## config.mk

```make
export PLATFORM = sky130hd
export DESIGN_NAME = irm_modulator
export DESIGN_NICKNAME = d
export VERILOG_FILES = /design/src/rtl/irm_pkg.sv /design/src/rtl/irm_regs.sv /design/src/rtl/irm_carrier.sv /design/src/rtl/irm_envelope.sv /design/src/rtl/irm_modulator.sv
export SDC_FILE = /design/constraint.sdc
export NUM_CORES = 1
export LEC_CHECK = 0
export ABC_AREA = 1
export CORE_ASPECT_RATIO = 0.7
export CORE_MARGIN = 2
export CORE_UTILIZATION = 54
export CTS_CLUSTER_SIZE = 28
export DETAILED_ROUTE_END_ITERATION = 8
export GPL_TIMING_DRIVEN = 0
export PLACE_DENSITY = 0.75
export REMOVE_ABC_BUFFERS = 1
export SLEW_MARGIN = 5
export SYNTH_ARGS = -nofsm -noshare
export SYNTH_HDL_FRONTEND = slang
export SYNTH_HIERARCHICAL = 1
export SYNTH_SLANG_ARGS = --single-unit
```

## constraint.sdc

```tcl
create_clock -name clk_i -period 2.4 [get_ports clk_i]
set_clock_uncertainty 0.2 [all_clocks]
set_input_delay 0.48 -clock clk_i [delete_from_list [all_inputs] [get_ports clk_i]]
set_output_delay 0.48 -clock clk_i [all_outputs]
set_load 0.03 [all_outputs]
```

## src/rtl/irm_pkg.sv

```systemverilog
package irm_pkg;
  localparam int ADDR_W = 3;
  localparam int BYTE_W = 8;

  localparam logic [ADDR_W-1:0] A_CTRL   = 3'd0;
  localparam logic [ADDR_W-1:0] A_HIGH   = 3'd1;
  localparam logic [ADDR_W-1:0] A_LOW    = 3'd2;
  localparam logic [ADDR_W-1:0] A_BUF_LO = 3'd3;
  localparam logic [ADDR_W-1:0] A_BUF_HI = 3'd4;
  localparam logic [ADDR_W-1:0] A_OBUF   = 3'd5;
  localparam logic [ADDR_W-1:0] A_OUT    = 3'd6;

  typedef struct packed {
    logic run;
    logic mask;
    logic cen;
  } ctrl_t;
endpackage

```

## src/rtl/irm_regs.sv

```systemverilog
module irm_regs
  import irm_pkg::*;
#(
  parameter int CAR_W = 8,
  parameter int SEG_W = 16
) (
  input  logic              clk_i,
  input  logic              rst_ni,
  input  logic              wr_en_i,
  input  logic [ADDR_W-1:0] wr_addr_i,
  input  logic [BYTE_W-1:0] wr_data_i,
  output ctrl_t             ctrl_o,
  output logic [CAR_W-1:0]  high_o,
  output logic [CAR_W-1:0]  low_o,
  output logic [SEG_W-1:0]  buf_o,
  output logic              obuf_o,
  output logic              dir_we_o,
  output logic              dir_val_o
);
  localparam int HI_W = SEG_W - BYTE_W;

  always_ff @(posedge clk_i or negedge rst_ni) begin
    if (!rst_ni) begin
      ctrl_o <= '0;
      high_o <= '0;
      low_o  <= '0;
      buf_o  <= '1;
      obuf_o <= 1'b0;
    end else if (wr_en_i) begin
      case (wr_addr_i)
        A_CTRL:   ctrl_o <= ctrl_t'(wr_data_i[2:0]);
        A_HIGH:   high_o <= wr_data_i[CAR_W-1:0];
        A_LOW:    low_o  <= wr_data_i[CAR_W-1:0];
        A_BUF_LO: buf_o[BYTE_W-1:0] <= wr_data_i;
        A_BUF_HI: buf_o[SEG_W-1:BYTE_W] <= wr_data_i[HI_W-1:0];
        A_OBUF:   obuf_o <= wr_data_i[0];
        default:  ;
      endcase
    end
  end

  assign dir_we_o  = wr_en_i && (wr_addr_i == A_OUT);
  assign dir_val_o = wr_data_i[0];
endmodule

```

## src/rtl/irm_carrier.sv

```systemverilog
module irm_carrier #(
  parameter int CAR_W = 8
) (
  input  logic             clk_i,
  input  logic             rst_ni,
  input  logic             cen_i,
  input  logic             restart_i,
  input  logic [CAR_W-1:0] high_i,
  input  logic [CAR_W-1:0] low_i,
  output logic             carrier_o
);
  logic             phase_q;
  logic [CAR_W-1:0] cnt_q;
  logic [CAR_W-1:0] lim;

  assign lim = phase_q ? high_i : low_i;

  always_ff @(posedge clk_i or negedge rst_ni) begin
    if (!rst_ni) begin
      phase_q <= 1'b1;
      cnt_q   <= '0;
    end else if (!cen_i || restart_i) begin
      phase_q <= 1'b1;
      cnt_q   <= '0;
    end else if (cnt_q == lim) begin
      phase_q <= ~phase_q;
      cnt_q   <= '0;
    end else begin
      cnt_q <= cnt_q + 1'b1;
    end
  end

  assign carrier_o = phase_q;

  p_hold_phase_r2: assert property (@(posedge clk_i) disable iff (!rst_ni)
    (cen_i && !restart_i && cnt_q != lim) |=> (phase_q == $past(phase_q)));
  p_flip_phase_r2: assert property (@(posedge clk_i) disable iff (!rst_ni)
    (cen_i && !restart_i && cnt_q == lim) |=> (phase_q != $past(phase_q)));
  p_restart_r9: assert property (@(posedge clk_i) disable iff (!rst_ni)
    restart_i |=> (phase_q && cnt_q == '0));
endmodule

```

## src/rtl/irm_envelope.sv

```systemverilog
module irm_envelope #(
  parameter int SEG_W = 16
) (
  input  logic             clk_i,
  input  logic             rst_ni,
  input  logic             run_i,
  input  logic [SEG_W-1:0] buf_i,
  input  logic             obuf_i,
  input  logic             dir_we_i,
  input  logic             dir_val_i,
  output logic             out_o,
  output logic             restart_o,
  output logic             irq_o
);
  logic [SEG_W-1:0] cnt_q;
  logic [SEG_W-1:0] len_q;
  logic             out_q;
  logic             match;
  logic             load;
  logic             out_d;

  assign match = (cnt_q == len_q);
  assign load  = run_i && match;

  always_comb begin
    out_d = out_q;
    if (load)          out_d = obuf_i;
    else if (dir_we_i) out_d = dir_val_i;
  end

  assign restart_o = out_d && !out_q;

  always_ff @(posedge clk_i or negedge rst_ni) begin
    if (!rst_ni) begin
      cnt_q <= '0;
      len_q <= '1;
      irq_o <= 1'b0;
      out_q <= 1'b0;
    end else begin
      out_q <= out_d;
      if (!run_i) begin
        cnt_q <= '0;
        len_q <= buf_i;
        irq_o <= 1'b0;
      end else if (match) begin
        cnt_q <= '0;
        len_q <= buf_i;
        irq_o <= 1'b1;
      end else begin
        cnt_q <= cnt_q + 1'b1;
        irq_o <= 1'b0;
      end
    end
  end

  assign out_o = out_q;

  p_irq_pulse_r5: assert property (@(posedge clk_i) disable iff (!rst_ni)
    (irq_o && len_q != '0) |=> !irq_o);
  p_len_load_r6: assert property (@(posedge clk_i) disable iff (!rst_ni)
    irq_o |-> (len_q == $past(buf_i) && out_q == $past(obuf_i)));
  p_idle_r7: assert property (@(posedge clk_i) disable iff (!rst_ni)
    !run_i |=> (!irq_o && cnt_q == '0));
endmodule

```

## src/rtl/irm_modulator.sv

```systemverilog
module irm_modulator
  import irm_pkg::*;
#(
  parameter int CAR_W = 8,
  parameter int SEG_W = 16
) (
  input  logic              clk_i,
  input  logic              rst_ni,
  input  logic              wr_en_i,
  input  logic [ADDR_W-1:0] wr_addr_i,
  input  logic [BYTE_W-1:0] wr_data_i,
  output logic              rem_o,
  output logic              irq_o
);
  ctrl_t            ctrl;
  logic [CAR_W-1:0] high;
  logic [CAR_W-1:0] low;
  logic [SEG_W-1:0] seg_buf;
  logic             obuf;
  logic             dir_we;
  logic             dir_val;
  logic             out_bit;
  logic             restart;
  logic             carrier;

  irm_regs #(.CAR_W(CAR_W), .SEG_W(SEG_W)) u_regs (
    .clk_i, .rst_ni, .wr_en_i, .wr_addr_i, .wr_data_i,
    .ctrl_o(ctrl), .high_o(high), .low_o(low), .buf_o(seg_buf),
    .obuf_o(obuf), .dir_we_o(dir_we), .dir_val_o(dir_val)
  );

  irm_envelope #(.SEG_W(SEG_W)) u_env (
    .clk_i, .rst_ni, .run_i(ctrl.run), .buf_i(seg_buf), .obuf_i(obuf),
    .dir_we_i(dir_we), .dir_val_i(dir_val), .out_o(out_bit),
    .restart_o(restart), .irq_o
  );

  irm_carrier #(.CAR_W(CAR_W)) u_car (
    .clk_i, .rst_ni, .cen_i(ctrl.cen), .restart_i(restart),
    .high_i(high), .low_i(low), .carrier_o(carrier)
  );

  // mask passes the data bit alone; otherwise the enabled carrier gates it
  assign rem_o = out_bit && (ctrl.mask || (ctrl.cen && carrier));

  p_low_data_r1: assert property (@(posedge clk_i) disable iff (!rst_ni)
    !out_bit |-> !rem_o);
endmodule

```

==> metrics.txt <==
critical path fanouts, max=8; worst setup margin=0.192 ns; Cell Chain, Critical Path=inv_1 -> nand2_1 -> nand2_1 -> nor2_1 -> nand2_1 -> nor2_4 -> nand3_1 -> nand2_1 -> nand2_1 -> nor2_1 -> nor2_4 -> nand2_4 -> nor2_2; CP top delay family=simple AND/OR/NAND/NOR gates; initial antenna violation count=0; Hold Crit Start=u_regs/buf_o[15]$_DFFE_PN1P_; RR Endpoint=u_car/cnt_q[6]$_DFF_PN0_; Routed WL=8690 um; met2 GRT Util=0.341; R2R Setup Slk=0.19 ns; I/O Buffers=15; Slew Limit Fails=0; Clock Latency Late Sink=0.35 ns; WL/cell=13.4 um; post-synth top area cell=dfrtp_1; DRC=0; Post-synth top cells=nand2_1 (210), inv_1 (63), nand3_1 (48), dfrtp_1 (46), nor2_1 (34); final instance area=4550 um2; max_slew headroom=0.614; met3 Resource Use GR=0.0765; number of flops mapped to enable cells by yosys=0; critical path type=reg2reg; number of global-route vias before repair=3233; 1st-iter DRT viols=297; GR Layer Usage met1=0.333; Yosys warning count=6; Antenna Nets Post-Route=0; Buf/Inv on CP=1; largest net degree at the start of global routing=67; vias=3334; share of layout cells above drive strength 1=0.174; storage element area=2020 um2; RSZ-0062 raised after global routing=false; Seq cells post-synth=79; R2R Path Start=u_env/len_q[13]$_DFFE_PN1P_; Placed Area=4320 um2; gp weighted congestion=0.852; Static Leakage=0.00220 uW; top_reg_cell synth=dfrtp_1; HPWL Detailed=6300 um; Initial Util=0.562; Yosys top cell area share=0.278; worst hold path class=reg2reg; Worst Hold Path EP=u_regs/buf_o[15]$_DFFE_PN1P_; crit start category=flip-flop; overall power=3630 uW; final net count=562; final setup fails=0; status=finished clean; Critical Path Max Stage Delay=0.53 ns; Post-CTS Setup Inserts=0; Final Critical Period=2.21 ns; vias per cell=5.14; Die W=109 um; top post-synthesis cells by area=dfrtp_1 (28%), dfstp_2 (21%), nand2_1 (19%); total CTS buffers=9; die area=8410 um2; clk root buf=clkbuf_8; Std-Cell Core Area=7380 um2; Crit path top cell by count=nand2_1; Most Crowded Layer GR=met2; CP endpoint kind=flip-flop; CTS tree=yes; Cells after Synth=530; row count=26; Worst Hold Depth=2; Final Hold Vio Count=0; Slowest-stage cell, CP=dfstp_2; worst slack at placement=-0.298 ns; Area Growth Syn to Fin=9.63%; r2r worst-path depth=13; clock slew at reported path FFs=0.08 ns; most common cell in the netlist=nand2_1; max frequency=453 MHz; Max Cap Viol=0; power per standard cell area=800 nW/um2; gr usage total=0.235; Tcrit/Tclk final=0.920; syn_area_per_cell=7.82 um2; distinct cell type count after synthesis=33; area of the multi-input gates=1750 um2; fillers=654; total gr overflow=0; drt first pass iters=5; Max VDD drop=0.557 mV; number of I/O pins=16; Data arrival, critical path=2.25 ns; die outline height=77.3 um; Syn Std Cell Area=4150 um2; CTS Buffer Depth=2; first-pass GRT wire length=15200 um; H-tree depth=3; sequential area share after synthesis=0.487; Critical Path RT=2.44 ns; clk sink count=79; n_diodes=0; FFs w/ async S/R, synth=1.00; post-route core utilization=0.616; Worst-Margin Slew=0.579 ns
cell families (layout without fill, tap and decap cells):
group | count (synthesis) | after routing | share of synthesized area
adders and majority gates | 2 | 2 | 0.00603
xor gates and xnor gates | 11 | 11 | 0.0232
AOI/OAI and AO/OA | 22 | 22 | 0.0365
DFF | 79 | 79 | 0.487
buffers and inverters | 82 | 103 | 0.0941
and+or+nand+nor | 333 | 333 | 0.351
muxes | 1 | 1 | 0.00241
worst reg2reg max path, delay by kind of cell, from the launching register on:
| family | cells | cell delay, ns |
|---|---|---|
| buf+inv | 1 | 0.05 |
| simple gates | 12 | 1.31 |
| flops | 1 | 0.53 |
report_power, final:
part,internal (uW),switching (uW)
combinational,285,531
sequential,1640,155
clock,563,463
total,2490,1150
layer usage:
layer	wire, um	share of wire
met5	0	0
met4	122	0.014
met3	620	0.071
met2	3820	0.44
met1	4130	0.47
how the worst max path moves through the flow:
stage,start,end,cells past startpoint
4_1_cts,u_car/carrier_o$_DFFE_PN1P_,rem_o,3
6_report,u_env/len_q[13]$_DFFE_PN1P_,u_car/cnt_q[6]$_DFF_PN0_,13
5_1_grt,u_env/len_q[13]$_DFFE_PN1P_,u_car/cnt_q[1]$_DFF_PN0_,13
3_5_place_dp,wr_addr_i[2],u_car/cnt_q[6]$_DFF_PN0_,10
3_3_place_gp,rst_ni,u_car/cnt_q[2]$_DFF_PN0_,1
2_1_floorplan,u_env/len_q[9]$_DFFE_PN1P_,u_car/cnt_q[0]$_DFF_PN0_,12
stage by stage:
stage                     setup TNS (ns)  hold WS, ns  std cells
after floorplan                        0      -0.0156        518
after global placement           -135.66        0.254        631
after detailed placement           -3.77        0.147        632
after CTS                              0        0.266        649
after global routing                   0        0.282        649
final                                  0        0.265        649
timing repair:
item,CTS,global route
hold endpoints to repair,13,0
hold buffers,1,0
gates cloned,0,0
pin swaps,0,0
resized for setup,1,6
setup endpoints to repair,1,11
final cells by class:
| class | instances | area share |
|---|---|---|
| well taps | 98 | 0.0270 |
| clock inverters | 3 | 0.00881 |
| repair buffers | 17 | 0.0396 |
| clock buffers | 13 | 0.0372 |
| inverters | 70 | 0.0578 |
| multi-input cells | 369 | 0.386 |
| flip-flops and latches | 79 | 0.444 |
flip-flops by register name (all words and copies together), names as in the netlist:
register,flops
u_regs/high_o,8
u_regs/obuf_o,1
u_env/out_o,1
u_car/cnt_q,8
u_env/irq_o,1
u_regs/low_o,8
u_car/carrier_o,1
u_env/cnt_q,16
u_regs/ctrl_o,3
u_regs/buf_o,16
u_env/len_q,16
layout by cell type, fill, tap and decap left out, types with 9 or more instances in the layout:
master / synthesis / routed
nand2_1: 210 / 210
inv_1: 63 / 63
nand3_1: 48 / 48
dfrtp_1: 46 / 46
dfstp_2: 33 / 33
nor2_1: 34 / 32
clkdlybuf4s50_1: 0 / 13
clkbuf_8: 0 / 12
nor2_2: 12 / 12
xor2_1: 10 / 10
nor3_1: 9 / 9
o21ai_2: 9 / 9
(Power assumes the default switching activity.)
